`config.mk`:
```
export PLATFORM = sky130hd
export DESIGN_NAME = addsub_unit
export DESIGN_NICKNAME = d
export VERILOG_FILES = /design/src/rtl/addsub_pkg.sv /design/src/rtl/addsub_ctrl.sv /design/src/rtl/addsub_adder.sv /design/src/rtl/addsub_dp.sv /design/src/rtl/addsub_unit.sv
export SDC_FILE = /design/constraint.sdc
export NUM_CORES = 1
export LEC_CHECK = 0
export BUFFER_PORTS_ARGS = -buffer_cell sky130_fd_sc_hd__buf_2
export CAP_MARGIN = 40
export CORE_MARGIN = 4
export CORE_UTILIZATION = 45
export DETAILED_ROUTE_END_ITERATION = 8
export PLACE_DENSITY = 0.7
export SLEW_MARGIN = 20
export SYNTH_ARGS = -nofsm -noshare
export SYNTH_HDL_FRONTEND = slang
export SYNTH_SLANG_ARGS = --single-unit
export TNS_END_PERCENT = 5
```
`constraint.sdc`:
```
create_clock -name clk -period 7.26 [get_ports clk]
set_clock_uncertainty 0.1 [all_clocks]
set_input_delay 1.452 -clock clk [delete_from_list [all_inputs] [get_ports clk]]
set_output_delay 1.452 -clock clk [all_outputs]
set_load 0.005 [all_outputs]
```
`src/rtl/addsub_pkg.sv`:
```
package addsub_pkg;

  typedef enum logic [2:0] {
    OP_ADD = 3'd0,
    OP_ADC = 3'd1,
    OP_SUB = 3'd2,
    OP_SBC = 3'd3,
    OP_RSB = 3'd4
  } op_e;

  typedef enum logic [1:0] {
    CIN_ZERO = 2'd0,
    CIN_ONE  = 2'd1,
    CIN_FLAG = 2'd2
  } cin_e;

  // strobes from control to datapath
  typedef struct packed {
    logic invA;
    logic invB;
    cin_e cinSel;
    logic immEn;
    logic loadRes;
    logic loadFlags;
  } ctrl_t;

endpackage

```
`src/rtl/addsub_ctrl.sv`:
```
module addsub_ctrl
  import addsub_pkg::*;
(
  input  logic [2:0] opSel,
  input  logic       valid,
  input  logic       useImm,
  input  logic       setFlags,
  output ctrl_t      ctrl
);

  logic legalOp;

  always_comb begin
    ctrl     = '0;
    legalOp  = 1'b1;
    case (opSel)
      OP_ADD: begin
        ctrl.cinSel = CIN_ZERO;
        ctrl.immEn  = useImm;
      end
      OP_ADC: begin
        ctrl.cinSel = CIN_FLAG;
      end
      OP_SUB: begin
        ctrl.invB   = 1'b1;
        ctrl.cinSel = CIN_ONE;
        ctrl.immEn  = useImm;
      end
      OP_SBC: begin
        ctrl.invB   = 1'b1;
        ctrl.cinSel = CIN_FLAG;
      end
      OP_RSB: begin
        ctrl.invA   = 1'b1;
        ctrl.cinSel = CIN_ONE;
      end
      default: begin
        legalOp = 1'b0;
      end
    endcase
    ctrl.loadRes   = valid && legalOp;
    ctrl.loadFlags = valid && legalOp && setFlags;
  end

endmodule

```
`src/rtl/addsub_adder.sv`:
```
module addsub_adder #(
  parameter int WIDTH = 32
) (
  input  logic [WIDTH-1:0] x,
  input  logic [WIDTH-1:0] y,
  input  logic             cin,
  output logic [WIDTH-1:0] sum,
  output logic             cout,
  output logic             ovf
);

  localparam int MSB = WIDTH - 1;

  logic [WIDTH:0] wide;

  always_comb begin
    wide = {1'b0, x} + {1'b0, y} + {{WIDTH{1'b0}}, cin};
    sum  = wide[MSB:0];
    cout = wide[WIDTH];
    ovf  = (x[MSB] == y[MSB]) && (sum[MSB] != x[MSB]);
  end

endmodule

```
`src/rtl/addsub_dp.sv`:
```
module addsub_dp
  import addsub_pkg::*;
#(
  parameter int WIDTH       = 32,
  parameter int IMM_W       = 12,
  parameter int ALIGN_BITS  = 2
) (
  input  logic             clk,
  input  logic             rst,
  input  ctrl_t            ctrl,
  input  logic [WIDTH-1:0] opA,
  input  logic [WIDTH-1:0] opB,
  input  logic [IMM_W-1:0] imm,
  input  logic             carryIn,
  input  logic             aIsPc,
  output logic [WIDTH-1:0] result,
  output logic             flagN,
  output logic             flagZ,
  output logic             flagC,
  output logic             flagV,
  output logic             flagWe
);

  localparam int PAD = WIDTH - IMM_W;

  logic [WIDTH-1:0] baseA;
  logic [WIDTH-1:0] immWide;
  logic [WIDTH-1:0] opndB;
  logic [WIDTH-1:0] adderX;
  logic [WIDTH-1:0] adderY;
  logic             adderCin;
  logic [WIDTH-1:0] sum;
  logic             cout;
  logic             ovf;

  generate
    if (PAD > 0) begin : g_immPad
      assign immWide = {{PAD{1'b0}}, imm};
    end else begin : g_immFull
      assign immWide = imm[WIDTH-1:0];
    end
  endgenerate

  always_comb begin
    baseA = aIsPc ? {opA[WIDTH-1:ALIGN_BITS], {ALIGN_BITS{1'b0}}} : opA;
    opndB = ctrl.immEn ? immWide : opB;
    adderX = ctrl.invA ? ~baseA : baseA;
    adderY = ctrl.invB ? ~opndB : opndB;
    case (ctrl.cinSel)
      CIN_ONE:  adderCin = 1'b1;
      CIN_FLAG: adderCin = carryIn;
      default:  adderCin = 1'b0;
    endcase
  end

  addsub_adder #(.WIDTH(WIDTH)) i_adder (
    .x   (adderX),
    .y   (adderY),
    .cin (adderCin),
    .sum (sum),
    .cout(cout),
    .ovf (ovf)
  );

  always_ff @(posedge clk) begin
    if (rst) begin
      result <= '0;
      flagN  <= 1'b0;
      flagZ  <= 1'b0;
      flagC  <= 1'b0;
      flagV  <= 1'b0;
      flagWe <= 1'b0;
    end else begin
      flagWe <= ctrl.loadFlags;
      if (ctrl.loadRes) begin
        result <= sum;
      end
      if (ctrl.loadFlags) begin
        flagN <= sum[WIDTH-1];
        flagZ <= (sum == '0);
        flagC <= cout;
        flagV <= ovf;
      end
    end
  end

endmodule

```
`src/rtl/addsub_unit.sv`:
```
module addsub_unit
  import addsub_pkg::*;
#(
  parameter int WIDTH = 32,
  parameter int IMM_W = 12
) (
  input  logic             clk,
  input  logic             rst,
  input  logic             valid,
  input  logic [2:0]       opSel,
  input  logic [WIDTH-1:0] opA,
  input  logic [WIDTH-1:0] opB,
  input  logic [IMM_W-1:0] imm12,
  input  logic             useImm,
  input  logic             carryIn,
  input  logic             setFlags,
  input  logic             aIsPc,
  output logic [WIDTH-1:0] result,
  output logic             flagN,
  output logic             flagZ,
  output logic             flagC,
  output logic             flagV,
  output logic             flagWe
);

  ctrl_t ctrl;

  addsub_ctrl i_ctrl (
    .opSel   (opSel),
    .valid   (valid),
    .useImm  (useImm),
    .setFlags(setFlags),
    .ctrl    (ctrl)
  );

  addsub_dp #(.WIDTH(WIDTH), .IMM_W(IMM_W), .ALIGN_BITS(2)) i_dp (
    .clk    (clk),
    .rst    (rst),
    .ctrl   (ctrl),
    .opA    (opA),
    .opB    (opB),
    .imm    (imm12),
    .carryIn(carryIn),
    .aIsPc  (aIsPc),
    .result (result),
    .flagN  (flagN),
    .flagZ  (flagZ),
    .flagC  (flagC),
    .flagV  (flagV),
    .flagWe (flagWe)
  );

endmodule

```
==> reports/summary.txt <==
vias in the first global route -> 4,625
Post-DRT Antenna Nets -> 0
WHS -> 0.356 ns
CTS tree -> done
Req. time, crit path -> 7.40 ns
area of the die -> 11,900 um^2
total grt overflow -> 0
fin nets -> 846
H-tree depth -> 2
Yosys reg bits -> 37
largest cells by area after synthesis -> dfxtp_1 16%, ha_1 9.0%, xnor2_1 7.6%
max-cap violations -> 0
cts repair resizes -> 0
Antenna Cells -> 0
min-delay worst type -> reg2reg
Post-CTS Setup Bufs -> 0
routed len/inst -> 15.7 um
first-pass GRT wire length -> 21.6 mm
Post-synth EDFFs -> 0
Sum Neg Setup Slack -> 0 ns
Synth cell types -> 68
overall via count from detail_route -> 4,884
row count -> 36
fraction of layout cells with a size suffix above 1 -> 21.9%
multi-input logic area -> 3660 um^2
Reg area -> 741 um^2
WL final -> 13.5 mm
Post-Syn Nets -> 749
initial drt markers -> 246
Mapped Cells -> 628
All-Layer GR Usage -> 22.1%
minimum clock period -> 5.40 ns
Skew-Pair Late Insertion Delay -> 0.29 ns
Residual DRC -> 0
Max clock buf depth -> 2
initial antenna violation count -> 0
Max Clk Rate -> 0.185 GHz
post-synth top area share -> 16.2%
CTS clock-pin slew for the worst setup and hold paths -> 0.08 ns
Die H -> 109 um
final worst-path cycle share -> 74.4%
Avg Inst Size Synth -> 7.30 um^2
largest net degree at the start of global routing -> 41
routability congestion estimate -> 0.922
crit end category -> flip-flop
Ports -> 123
CTS Sinks -> 37
Worst setup SP type -> input pin
yosys warns -> 0
cell taking the most area after synthesis -> dfxtp_1
Vias/cell -> 5.69
Slew headroom -> 51.6%
drt first pass iters -> 5
root buffer cell -> clkbuf_8
Crit Path Category -> in2reg
status -> finished clean
non-filler cells, final -> 859
power per cell area -> 196 nW/um^2
CTS buffer count -> 5
initial core utilization -> 46.5%
crit-path cells -> buf_2 -> nor2_1 -> nand2_1 -> mux2i_1 -> xnor2_1 -> fa_1 -> inv_1 -> fa_1 -> a211oi_1 -> o21bai_1 -> a211o_4 -> a21oi_4 -> xor2_1 -> nand4_1 -> nor4_1 -> nand4_1 -> nand2_1
DP HPWL -> 10.8 mm
Post-DP Area -> 5260 um^2
slew of the pin with the lowest slew margin -> 0.725 ns
VDD IR max -> 0.0924 mV
sequential share of the synthesized area -> 16.2%
slowest CP cell -> a211o_4
Max Slew Vio Count -> 0
Post-synth top flop -> dfxtp_1
# setup viols final -> 0
CORE AREA -> 9860 um^2
total of fill cells in the finished design -> 992
die width -> 109 um
Max FO, Critical Path -> 11
DP Cell Count -> 851
RSZ-0062 raised after global routing -> no
Area growth, synth to finish -> 17.2%
async set-reset flop share out of synthesis -> 0%
# hold bufs at CTS -> 0
Worst path max stage delay -> 0.45 ns
Leak Pwr -> 2.50 nW
worst endpoint data arrival time -> 5.54 ns
Final Hold Viols -> 0
synthesized area -> 4590 um^2
post-route cell area -> 5370 um^2
IO buf count -> 122
-- flip-flops by register name (all words and copies together) (netlist names) --
name / cells
i_dp.result: 32
i_dp.flagC: 1
i_dp.flagV: 1
i_dp.flagN: 1
i_dp.flagWe: 1
i_dp.flagZ: 1
-- worst paths after layout --
kind                   start               to  slack [ns]  depth (start not counted)
min           i_dp.result[1]   i_dp.result[1]        0.36                          2
min reg2reg   i_dp.result[1]   i_dp.result[1]        0.36                          2
max                 opSel[2]       i_dp.flagZ        1.86                         17
max reg2reg  i_dp.result[15]  i_dp.result[15]        6.37                          3
-- report_power, final --
part           internal (mW)  switching (mW)  leakage (nW)
combinational          0.256           0.376          2.15
clock                  0.103          0.0798        0.0543
sequential             0.227          0.0134         0.303
total                  0.586           0.469          2.50
-- final cells by class --
type	instances	area share, %
multi-input combinational	542	68.1
sequential	37	13.8
timing repair buffer	127	12.1
tap	133	3.10
clock buffer	5	1.28
clock inverter	3	0.861
inverter	12	0.838
-- cells in the mapped netlist (all sizes together) (10+ instances only) --
cell    count
nand3      13
and3       10
ha         33
nor3       24
xnor2      40
dfxtp      37
nand2      84
clkbuf     25
mux2i      15
o21ai      28
a211oi     13
xor2       36
a21oi      63
buf        12
nor2       50
a21o       11
inv        12
-- placed cells by master (no fill, tap or decap), types with 8 or more instances in the layout --
| master | instances |
|---|---|
| nor3_1 | 24 |
| buf_2 | 122 |
| xnor2_1 | 40 |
| a21o_1 | 11 |
| nand2_1 | 84 |
| o21ai_0 | 25 |
| nor2_1 | 50 |
| inv_1 | 12 |
| o21a_1 | 9 |
| ha_1 | 33 |
| xor2_1 | 36 |
| and3_1 | 9 |
| nand3_1 | 13 |
| a21oi_1 | 61 |
| and2_1 | 9 |
| nand4_1 | 9 |
| mux2i_1 | 15 |
| a211oi_1 | 13 |
| dfxtp_1 | 37 |
| nand2b_1 | 8 |
-- metrics by stage --
step / total power, mW / utilization [%] / worst slack (ns)
2_1_floorplan: 0.704 / - / 2.20
3_3_place_gp: 0.857 / 53.3 / 1.72
3_5_place_dp: 0.868 / 53.3 / 1.61
4_1_cts: 1.05 / 54.5 / 1.89
5_1_grt: 1.14 / 54.5 / 1.56
6_report: 1.06 / 54.5 / 1.86
-- critical path, delay by kind of cell --
kind,cells,cell delay (ns)
compound gates,4,1.21
xor+xnor,2,0.48
fa+ha+maj,2,0.66
buf+inv,2,0.21
mux,1,0.29
simple gates,6,1.22
-- cells by family (layout without fill, tap and decap cells) --
kind of cell,Yosys count,count (layout),share of synthesized area (%)
AO/OA/AOI/OAI,173,173,25.6
buffers and inverters,49,147,4.34
adder cells (fa/ha/maj),35,35,9.88
XOR/XNOR,76,76,14.5
AND/OR/NAND/NOR,241,241,25.7
flip-flops,37,37,16.2
multiplexers,17,17,3.77
-- metal layers --
| metal | vias up | track usage [%] | part of all wire (%) |
|---|---|---|---|
| li1 | 2441 | - | - |
| met1 | 2283 | 29.7 | 45 |
| met2 | 150 | 38.6 | 49 |
| met3 | 10 | 2.49 | 5.6 |
| met4 | 0 | 3.70 | 0.89 |
| met5 | - | 0 | 0 |
No activity file was read; power rests on OpenSTA's default activity.
